`config.mk`:
```
export PLATFORM = sky130hd
export DESIGN_NAME = scsi_cmd_seq
export DESIGN_NICKNAME = d
export VERILOG_FILES = /design/src/rtl/scsi_seq_pkg.sv /design/src/rtl/scsi_cmd_decode.sv /design/src/rtl/scsi_sel_resolve.sv /design/src/rtl/scsi_xfer_len.sv /design/src/rtl/scsi_cmd_seq.sv
export SDC_FILE = /design/constraint.sdc
export NUM_CORES = 1
export LEC_CHECK = 0
export BUFFER_PORTS_ARGS = -buffer_cell sky130_fd_sc_hd__buf_2
export CAP_MARGIN = 20
export CORE_MARGIN = 2
export CORE_UTILIZATION = 60
export CTS_BUF_LIST = sky130_fd_sc_hd__clkbuf_2 sky130_fd_sc_hd__clkbuf_4 sky130_fd_sc_hd__clkbuf_8
export DETAILED_ROUTE_END_ITERATION = 6
export PLACE_DENSITY = 0.86
export SLEW_MARGIN = 20
export SYNTH_ARGS = -nofsm -noshare
export SYNTH_HDL_FRONTEND = slang
export SYNTH_HIERARCHICAL = 1
export SYNTH_SLANG_ARGS = --single-unit
```
`constraint.sdc`:
```
create_clock -name clk -period 10.25 [get_ports clk]
set_clock_uncertainty 0.2 [all_clocks]
set_input_delay 1.025 -clock clk [delete_from_list [all_inputs] [get_ports clk]]
set_output_delay 1.025 -clock clk [all_outputs]
set_load 0.05 [all_outputs]
```
`src/rtl/scsi_seq_pkg.sv`:
```
package scsi_seq_pkg;

  // Operation codes carried in the low seven bits of the command byte.
  localparam logic [6:0] CODE_NOP     = 7'h00;
  localparam logic [6:0] CODE_FLUSH   = 7'h01;
  localparam logic [6:0] CODE_CHIPRST = 7'h02;
  localparam logic [6:0] CODE_BUSRST  = 7'h03;
  localparam logic [6:0] CODE_XFER    = 7'h10;
  localparam logic [6:0] CODE_CCSEQ   = 7'h11;
  localparam logic [6:0] CODE_MSGOK   = 7'h12;
  localparam logic [6:0] CODE_SEL     = 7'h42;
  localparam logic [6:0] CODE_SELSTOP = 7'h43;

  typedef enum logic [3:0] {
    OP_NOP, OP_FLUSH, OP_CHIPRST, OP_BUSRST, OP_XFER,
    OP_CCSEQ, OP_MSGOK, OP_SEL, OP_SELSTOP, OP_BAD
  } op_e;

  // Interrupt cause values.
  localparam logic [7:0] INT_FC   = 8'h08;
  localparam logic [7:0] INT_BS   = 8'h10;
  localparam logic [7:0] INT_DISC = 8'h20;
  localparam logic [7:0] INT_BRST = 8'h80;

  // Status field (bits 6:0; bit 7 is the interrupt line).
  localparam logic [6:0] ST_TC   = 7'h10;
  localparam logic [6:0] ST_DOUT = 7'h00;
  localparam logic [6:0] ST_DIN  = 7'h01;
  localparam logic [6:0] ST_CMD  = 7'h02;
  localparam logic [6:0] ST_STAT = 7'h03;

  localparam logic [2:0] STEP_DONE = 3'd4;

  typedef enum logic [1:0] {XK_DIN, XK_DOUT, XK_CMD, XK_RESP} xkind_e;
  typedef enum logic [1:0] {PD_NONE, PD_CMD, PD_DATA} pend_e;

endpackage

```
`src/rtl/scsi_cmd_decode.sv`:
```
module scsi_cmd_decode
  import scsi_seq_pkg::*;
(
  input  logic [6:0] code,
  output op_e        op
);
  always_comb begin
    unique case (code)
      CODE_NOP:     op = OP_NOP;
      CODE_FLUSH:   op = OP_FLUSH;
      CODE_CHIPRST: op = OP_CHIPRST;
      CODE_BUSRST:  op = OP_BUSRST;
      CODE_XFER:    op = OP_XFER;
      CODE_CCSEQ:   op = OP_CCSEQ;
      CODE_MSGOK:   op = OP_MSGOK;
      CODE_SEL:     op = OP_SEL;
      CODE_SELSTOP: op = OP_SELSTOP;
      default:      op = OP_BAD;
    endcase
  end
endmodule

```
`src/rtl/scsi_sel_resolve.sv`:
```
module scsi_sel_resolve
  import scsi_seq_pkg::*;
#(
  parameter int NUM_TGT = 8,   // at most 8: the ID field is three bits
  parameter int LEN_W   = 24
) (
  input  logic [2:0]              tgt_id,
  input  logic [NUM_TGT-1:0]      present_vec,
  input  logic signed [LEN_W-1:0] dlen,
  output logic                    present,
  output logic                    has_data,
  output logic [6:0]              phase_stat
);
  always_comb begin
    present = 1'b0;
    for (int i = 0; i < NUM_TGT; i++) begin
      if (int'(tgt_id) == i) present = present_vec[i];
    end
    has_data   = (dlen != '0);
    phase_stat = ST_TC | ((dlen > 0) ? ST_DIN : ST_DOUT);
  end
endmodule

```
`src/rtl/scsi_xfer_len.sv`:
```
module scsi_xfer_len #(
  parameter int CNT_W   = 16,
  parameter int LEN_W   = 24,
  parameter int CMD_MAX = 32
) (
  input  logic [CNT_W-1:0]        count,
  input  logic signed [LEN_W-1:0] remain,
  input  logic                    cmd_mode,
  output logic [CNT_W:0]          len
);
  localparam int W = (LEN_W > CNT_W + 1) ? LEN_W : CNT_W + 1;

  logic [W-1:0] avail, limit, mag;

  always_comb begin
    // A zero count stands for the full counter range.
    avail = (count == '0) ? (W'(1) << CNT_W) : W'(count);
    mag   = (remain < 0) ? W'(-remain) : W'(remain);
    limit = cmd_mode ? W'(CMD_MAX) : mag;
    len   = (avail < limit) ? (CNT_W+1)'(avail) : (CNT_W+1)'(limit);
  end
endmodule

```
`src/rtl/scsi_cmd_seq.sv`:
```
module scsi_cmd_seq
  import scsi_seq_pkg::*;
#(
  parameter int NUM_TGT = 8,
  parameter int CNT_W   = 16,
  parameter int LEN_W   = 24,   // must exceed CNT_W + 1
  parameter int CMD_MAX = 32
) (
  input  logic                    clk,
  input  logic                    rst_n,
  input  logic                    cmd_we,
  input  logic [7:0]              cmd_wdata,
  input  logic                    cnt_we,
  input  logic [CNT_W-1:0]        cnt_wdata,
  input  logic [7:0]              bus_id,
  input  logic [7:0]              cfg1,
  input  logic [NUM_TGT-1:0]      tgt_present,
  input  logic signed [LEN_W-1:0] tgt_len,
  input  logic [7:0]              tgt_status,
  input  logic                    intr_rd,
  input  logic                    xfer_done,
  output logic [7:0]              cmd_reg,
  output logic [7:0]              status_reg,
  output logic [7:0]              intr_reg,
  output logic [2:0]              seq_step,
  output logic [4:0]              fifo_flags,
  output logic [CNT_W-1:0]        xfer_count,
  output logic                    dma_mode,
  output logic                    irq,
  output logic                    xfer_start,
  output logic [1:0]              xfer_kind,
  output logic [CNT_W:0]          xfer_len,
  output logic [15:0]             xfer_payload
);
  localparam int PAD_W = LEN_W - CNT_W - 1;

  logic unused_in;
  assign unused_in = ^{bus_id[7:3], cfg1[7], cfg1[5:0]};

  // State registers and their next values.
  logic [7:0]              cmd_q, cmd_n;
  logic [6:0]              stat_q, stat_n;
  logic [7:0]              intr_q, intr_n;
  logic [2:0]              seq_q, seq_n;
  logic [4:0]              flags_q, flags_n;
  logic [CNT_W-1:0]        cnt_q, cnt_n;
  logic [CNT_W-1:0]        cntw_q, cntw_n;
  logic                    dma_q, dma_n;
  logic                    irq_q, irq_n;
  logic                    hold_q, hold_n;
  pend_e                   pend_q, pend_n;
  logic signed [LEN_W-1:0] size_q, size_n;
  logic                    start_q, start_n;
  xkind_e                  kind_q, kind_n;
  logic [CNT_W:0]          len_q, len_n;
  logic [15:0]             pay_q, pay_n;

  op_e            op;
  logic           sel_present, sel_has_data;
  logic [6:0]     sel_stat;
  logic [CNT_W:0] calc_len;
  logic           go_sel;
  logic signed [LEN_W-1:0] len_ext;

  scsi_cmd_decode u_dec (
    .code (cmd_wdata[6:0]),
    .op   (op)
  );

  scsi_sel_resolve #(.NUM_TGT(NUM_TGT), .LEN_W(LEN_W)) u_sel (
    .tgt_id      (bus_id[2:0]),
    .present_vec (tgt_present),
    .dlen        (tgt_len),
    .present     (sel_present),
    .has_data    (sel_has_data),
    .phase_stat  (sel_stat)
  );

  scsi_xfer_len #(.CNT_W(CNT_W), .LEN_W(LEN_W), .CMD_MAX(CMD_MAX)) u_len (
    .count    (cntw_q),
    .remain   (size_q),
    .cmd_mode (hold_q),
    .len      (calc_len)
  );

  assign len_ext = $signed({{PAD_W{1'b0}}, len_q});

  // Next-state logic.
  always_comb begin
    cmd_n   = cmd_q;   stat_n  = stat_q;  intr_n = intr_q; seq_n  = seq_q;
    flags_n = flags_q; cnt_n   = cnt_q;   cntw_n = cntw_q; dma_n  = dma_q;
    irq_n   = irq_q;   hold_n  = hold_q;  pend_n = pend_q; size_n = size_q;
    start_n = 1'b0;    kind_n  = kind_q;  len_n  = len_q;  pay_n  = pay_q;
    go_sel  = 1'b0;

    if (cnt_we) begin
      cntw_n = cnt_wdata;
      stat_n = stat_n & ~ST_TC;
    end

    if (intr_rd) begin
      irq_n       = 1'b0;
      stat_n[6:5] = 2'b00;
    end

    // Completion from the transfer unit.
    if (xfer_done) begin
      unique case (pend_q)
        PD_CMD: begin
          pend_n = PD_NONE;
          hold_n = 1'b0;
          go_sel = 1'b1;
        end
        PD_DATA: begin
          pend_n  = PD_NONE;
          stat_n  = stat_n | ST_TC;
          intr_n  = INT_BS;
          seq_n   = 3'd0;
          flags_n = 5'd0;
          cnt_n   = '0;
          irq_n   = 1'b1;
          size_n  = (size_q < 0) ? size_q + len_ext : size_q - len_ext;
        end
        default: ;
      endcase
    end

    if (cmd_we) begin
      cmd_n = cmd_wdata;
      if (op != OP_BAD) begin
        dma_n = cmd_wdata[7];
        if (cmd_wdata[7]) cnt_n = cntw_q;
      end
      unique case (op)
        OP_FLUSH: begin
          intr_n = INT_FC;
          seq_n  = 3'd0;
        end
        OP_CHIPRST: begin
          cmd_n = '0; stat_n = '0; intr_n = '0; seq_n = '0; flags_n = '0;
          cnt_n = '0; cntw_n = '0; dma_n = 1'b0; irq_n = 1'b0;
          hold_n = 1'b0; pend_n = PD_NONE; size_n = '0; go_sel = 1'b0;
        end
        OP_BUSRST: begin
          intr_n = INT_BRST;
          if (!cfg1[6]) irq_n = 1'b1;
        end
        OP_SEL, OP_SELSTOP: begin
          size_n = '0;
          pend_n = PD_NONE;
          hold_n = 1'b0;
          go_sel = 1'b0;
          if (!sel_present) begin
            stat_n = '0;
            intr_n = INT_DISC;
            seq_n  = 3'd0;
            irq_n  = 1'b1;
          end else if (op == OP_SELSTOP) begin
            hold_n = 1'b1;
            stat_n = ST_TC | ST_CMD;
            intr_n = INT_BS | INT_FC;
            seq_n  = STEP_DONE;
            irq_n  = 1'b1;
          end else begin
            go_sel = 1'b1;
          end
        end
        OP_XFER: begin
          if (cmd_wdata[7]) begin
            stat_n  = stat_n & ~ST_TC;
            start_n = 1'b1;
            len_n   = calc_len;
            if (hold_q) begin
              kind_n = XK_CMD;
              pend_n = PD_CMD;
            end else begin
              kind_n = (size_q < 0) ? XK_DOUT : XK_DIN;
              pend_n = PD_DATA;
            end
          end else if (hold_q) begin
            hold_n = 1'b0;
            go_sel = 1'b1;
          end
        end
        OP_CCSEQ, OP_MSGOK: begin
          start_n = 1'b1;
          kind_n  = XK_RESP;
          len_n   = (CNT_W+1)'(2);
          pay_n   = {8'h00, tgt_status};
          irq_n   = 1'b1;
          if (cmd_wdata[7]) begin
            stat_n = ST_TC | ST_STAT;
            intr_n = INT_BS | INT_FC;
            seq_n  = STEP_DONE;
          end else begin
            flags_n = 5'd2;
          end
          if (op == OP_MSGOK) begin
            intr_n = INT_DISC;
            seq_n  = 3'd0;
          end
        end
        default: ;
      endcase
    end

    // Command phase finished: hand the command to the target.
    if (go_sel) begin
      if (sel_has_data) stat_n = sel_stat;
      intr_n = INT_BS | INT_FC;
      seq_n  = STEP_DONE;
      irq_n  = 1'b1;
      size_n = tgt_len;
    end
  end

  // State registers.
  always_ff @(posedge clk or negedge rst_n) begin
    if (!rst_n) begin
      cmd_q <= '0; stat_q <= '0; intr_q <= '0; seq_q <= '0; flags_q <= '0;
      cnt_q <= '0; cntw_q <= '0; dma_q <= 1'b0; irq_q <= 1'b0;
      hold_q <= 1'b0; pend_q <= PD_NONE; size_q <= '0;
      start_q <= 1'b0; kind_q <= XK_DIN; len_q <= '0; pay_q <= '0;
    end else begin
      cmd_q <= cmd_n; stat_q <= stat_n; intr_q <= intr_n; seq_q <= seq_n;
      flags_q <= flags_n; cnt_q <= cnt_n; cntw_q <= cntw_n; dma_q <= dma_n;
      irq_q <= irq_n; hold_q <= hold_n; pend_q <= pend_n; size_q <= size_n;
      start_q <= start_n;
      if (start_n) begin
        kind_q <= kind_n;
        len_q  <= len_n;
        pay_q  <= pay_n;
      end
    end
  end

  assign cmd_reg      = cmd_q;
  assign status_reg   = {irq_q, stat_q};
  assign intr_reg     = intr_q;
  assign seq_step     = seq_q;
  assign fifo_flags   = flags_q;
  assign xfer_count   = cnt_q;
  assign dma_mode     = dma_q;
  assign irq          = irq_q;
  assign xfer_start   = start_q;
  assign xfer_kind    = kind_q;
  assign xfer_len     = len_q;
  assign xfer_payload = pay_q;

endmodule

```
==> impl_metrics.csv <==
group,metric,value,unit
status,status,"finished clean",
power,power_leakage,4.930,nW
die,start_util,0.6174,
power,swShare,0.3569,
cells_and_area,nNetsFinal,1238,
cells_and_area,synthToLayoutAreaGrowth,13.08,%
cts,tritoncts,"built",
detailed_routing,drt-initial-drc-count,706,
worst_setup_path,crit_arrival,5100,ps
worst_setup_path,required,10410,ps
detailed_routing,vias,8214,
sta,period_minus_slack,4942,ps
global_routing,grt_pass1_wl,38010,um
worst_setup_path,r2r_cells,15,
synth,avgSynthCellArea,8.637,um^2
synth,yosysMostFrequentCell,"dfrtp_1",
detailed_routing,drc,0,
sta,setup_viol,0,
global_routing,grt_util_all_layers,0.3164,
global_routing,antenna_found_initial,0,
detailed_routing,wl_per_cell,18.48,um
die,coreArea,13990,um^2
cts,cts_buffer_depth,2,
synth,ys_types,86,
synth,netlist.area_leader.share,0.3477,
min_path,min_to,"intr_reg[1]",
worst_setup_path,endpoint_kind,"flop",
placed_design,globalplace.congestion,0.9810,
sta,setup_tns,0,ps
die,die_w,124.0,um
die,fp.dieH,124.0,um
synth,synthFlopType,"dfrtp_1",
min_path,hold_start,"intr_reg[1]",
sta,slew_headroom,0.3835,
detailed_routing,viasPerCell,6.314,
sta,finalCritPeriodShare,0.4822,
cts,cts_root_buf,"clkbuf_8",
cells_and_area,insertedDiodeCount,0,
cts,post-cts-setup-buffer-count,0,
cts,holdBufCountCts,0,
placed_design,portBuffers,151,
power,internal_power,0.9411,mW
global_routing,grt-ovfl-total,0,
power,ir_worst_vdd,0.1109,mV
detailed_routing,final_antenna_net_count,0,
cts,clkLatencyLatePin,440,ps
cts,cts_num_sinks,120,
cts,clkTransAtPathRegs,70,ps
cells_and_area,fin_util,0.6982,
synth,synth_common_cells,"dfrtp_1 (120), nand2_1 (108), a21oi_1 (87)",
global_routing,grt_pass1_vias,7691,
die,ios,172,
sta,drv_slew,0,
worst_setup_path,reg2reg_from,"size_q[5]",
min_path,min_path_type,"flop to flop",
sta,hold_viol,0,
power,comb_power_share,0.282,
cells_and_area,top_register,"size_q",
sta,worstMarginPinSlew,917.6,ps
cells_and_area,drive_gt1_frac,0.2141,
power,p_per_area,149.8,nW/um^2
synth,ys_async_sr_fraction,1.000,
worst_setup_path,startpoint_type,"flop",
synth,postSynthCellCount,1000,
sta,max_freq,202.3,MHz
cells_and_area,largest_register_ffs,24,
synth,syn-cell-area,8637,um^2
cts,post_cts_resized,0,
global_routing,grt_start_max_net_pins,70,
placed_design,dp_hpwl,17530,um
cts,htree_levels,4,
synth,seq_area_frac_synth,0.3477,
die,rows,43,
power,seq_power_share,0.387,
sta,rsz0062_at_grt,"false",
synth,yosys.area.top_type,"dfrtp_1",
power,p_sw,0.5223,mW
cts,numCtsBuffers,17,
detailed_routing,first_pass_iters,5,
job,maxCapViolations,0,
die,die_area,15370,um^2
synth,ys_seq_elements,120,
worst_setup_path,r2r_end,"xfer_len[1]",
worst_setup_path,critPathMaxFanout,18,
worst_setup_path,r2r_slack,5310,ps
power,clkPwrFrac,0.331,
synth,synth.area.top_cells,"dfrtp_1 (35%), ha_1 (6.2%), a21oi_1 (5.0%)",
synth,synth_edf_count,0,
detailed_routing,wl,24040,um
min_path,hold_depth,1,
worst_setup_path,crit_type,"flop to flop",
synth,synth_warnings,6,
power groups by stage:
| stage | registers [mW] | clock network [mW] | logic, mW |
|---|---|---|---|
| floorplan | 0.666 | 0 | 0.207 |
| global placement | 0.572 | 0 | 0.395 |
| detailed placement | 0.573 | 0 | 0.404 |
| CTS | 0.565 | 0.493 | 0.408 |
| global route | 0.572 | 0.511 | 0.446 |
| finish | 0.566 | 0.485 | 0.412 |
per-stage QoR:
step / std cells / hold WS [ps] / setup slack (ps) / total power, mW / instance area (um^2)
after floorplan: 1011 / 268.4 / 6391 / 0.8730 / 8678
after global placement: 1268 / 265.5 / 5610 / 0.9664 / 9278
after detailed placement: 1268 / 268.3 / 5538 / 0.9776 / 9283
after CTS: 1300 / 287.7 / 5452 / 1.466 / 9736
after global routing: 1301 / 305.4 / 5004 / 1.529 / 9767
final: 1301 / 281.2 / 5308 / 1.463 / 9767
final cells by class:
| cell class | instances | area, um^2 |
|---|---|---|
| Timing Repair Buffer | 161 | 853.3 |
| Clock buffer | 21 | 282.8 |
| Sequential cell | 120 | 3003 |
| Tap cell | 180 | 225.2 |
| Clock inverter | 11 | 170.2 |
| Fill cell | 1148 | 4222 |
| Multi-Input combinational cell | 780 | 5127 |
| Inverter | 28 | 105.1 |
layout by cell type (no fill, tap or decap), drive strengths merged, types with 21 or more instances in the layout:
| master | count |
|---|---|
| xor2 | 22 |
| nand2 | 110 |
| o21ai | 81 |
| xnor2 | 24 |
| nand3 | 40 |
| a21oi | 87 |
| mux2i | 36 |
| inv | 28 |
| buf | 161 |
| nor2 | 69 |
| clkbuf | 21 |
| dfrtp | 120 |
| ha | 43 |
cell families after synthesis:
kind of cell             count (synthesis)  synth area share
flip-flops                             120            0.3477
other                                    3          0.001304
adder cells (fa/ha/maj)                 45           0.06591
AND/OR/NAND/NOR                        338            0.1992
buffers and inverters                  111           0.06504
XOR/XNOR                                46           0.04665
AO/OA/AOI/OAI                          286            0.2095
multiplexers                            51           0.06475
per-layer routing:
| metal | track usage | share of wire | vias up |
|---|---|---|---|
| li1 | - | - | 3814 |
| met3 | 0.06044 | 0.077 | 48 |
| met4 | 0.1110 | 0.020 | 0 |
| met1 | 0.4086 | 0.41 | 3948 |
| met2 | 0.5330 | 0.49 | 404 |
| met5 | 0 | 0 | - |
critical path, stage by stage (launching register included):
cell	delay, ps
dfrtp_1	470
nor4_4	470
nand2_1	190
o31ai_1	340
xnor2_1	160
nand2_1	90
ha_1	370
a21oi_1	140
a21boi_0	130
a2111oi_0	500
o221a_2	510
nand4b_1	520
buf_4	320
mux2i_1	260
nor2_1	70
a21oi_1	130
worst max path at each step:
| stage | start | to | slack, ps | cells past startpoint |
|---|---|---|---|---|
| 3_5_place_dp | size_q[5] | xfer_len[1] | 5540 | 15 |
| 4_1_cts | size_q[5] | xfer_len[1] | 5450 | 15 |
| 3_3_place_gp | size_q[5] | xfer_len[1] | 5610 | 15 |
| 5_1_grt | size_q[5] | xfer_len[1] | 5000 | 15 |
| 2_1_floorplan | xfer_len[4] | size_q[23] | 6390 | 13 |
| 6_report | size_q[5] | xfer_len[1] | 5310 | 15 |
(Power assumes the default switching activity.)
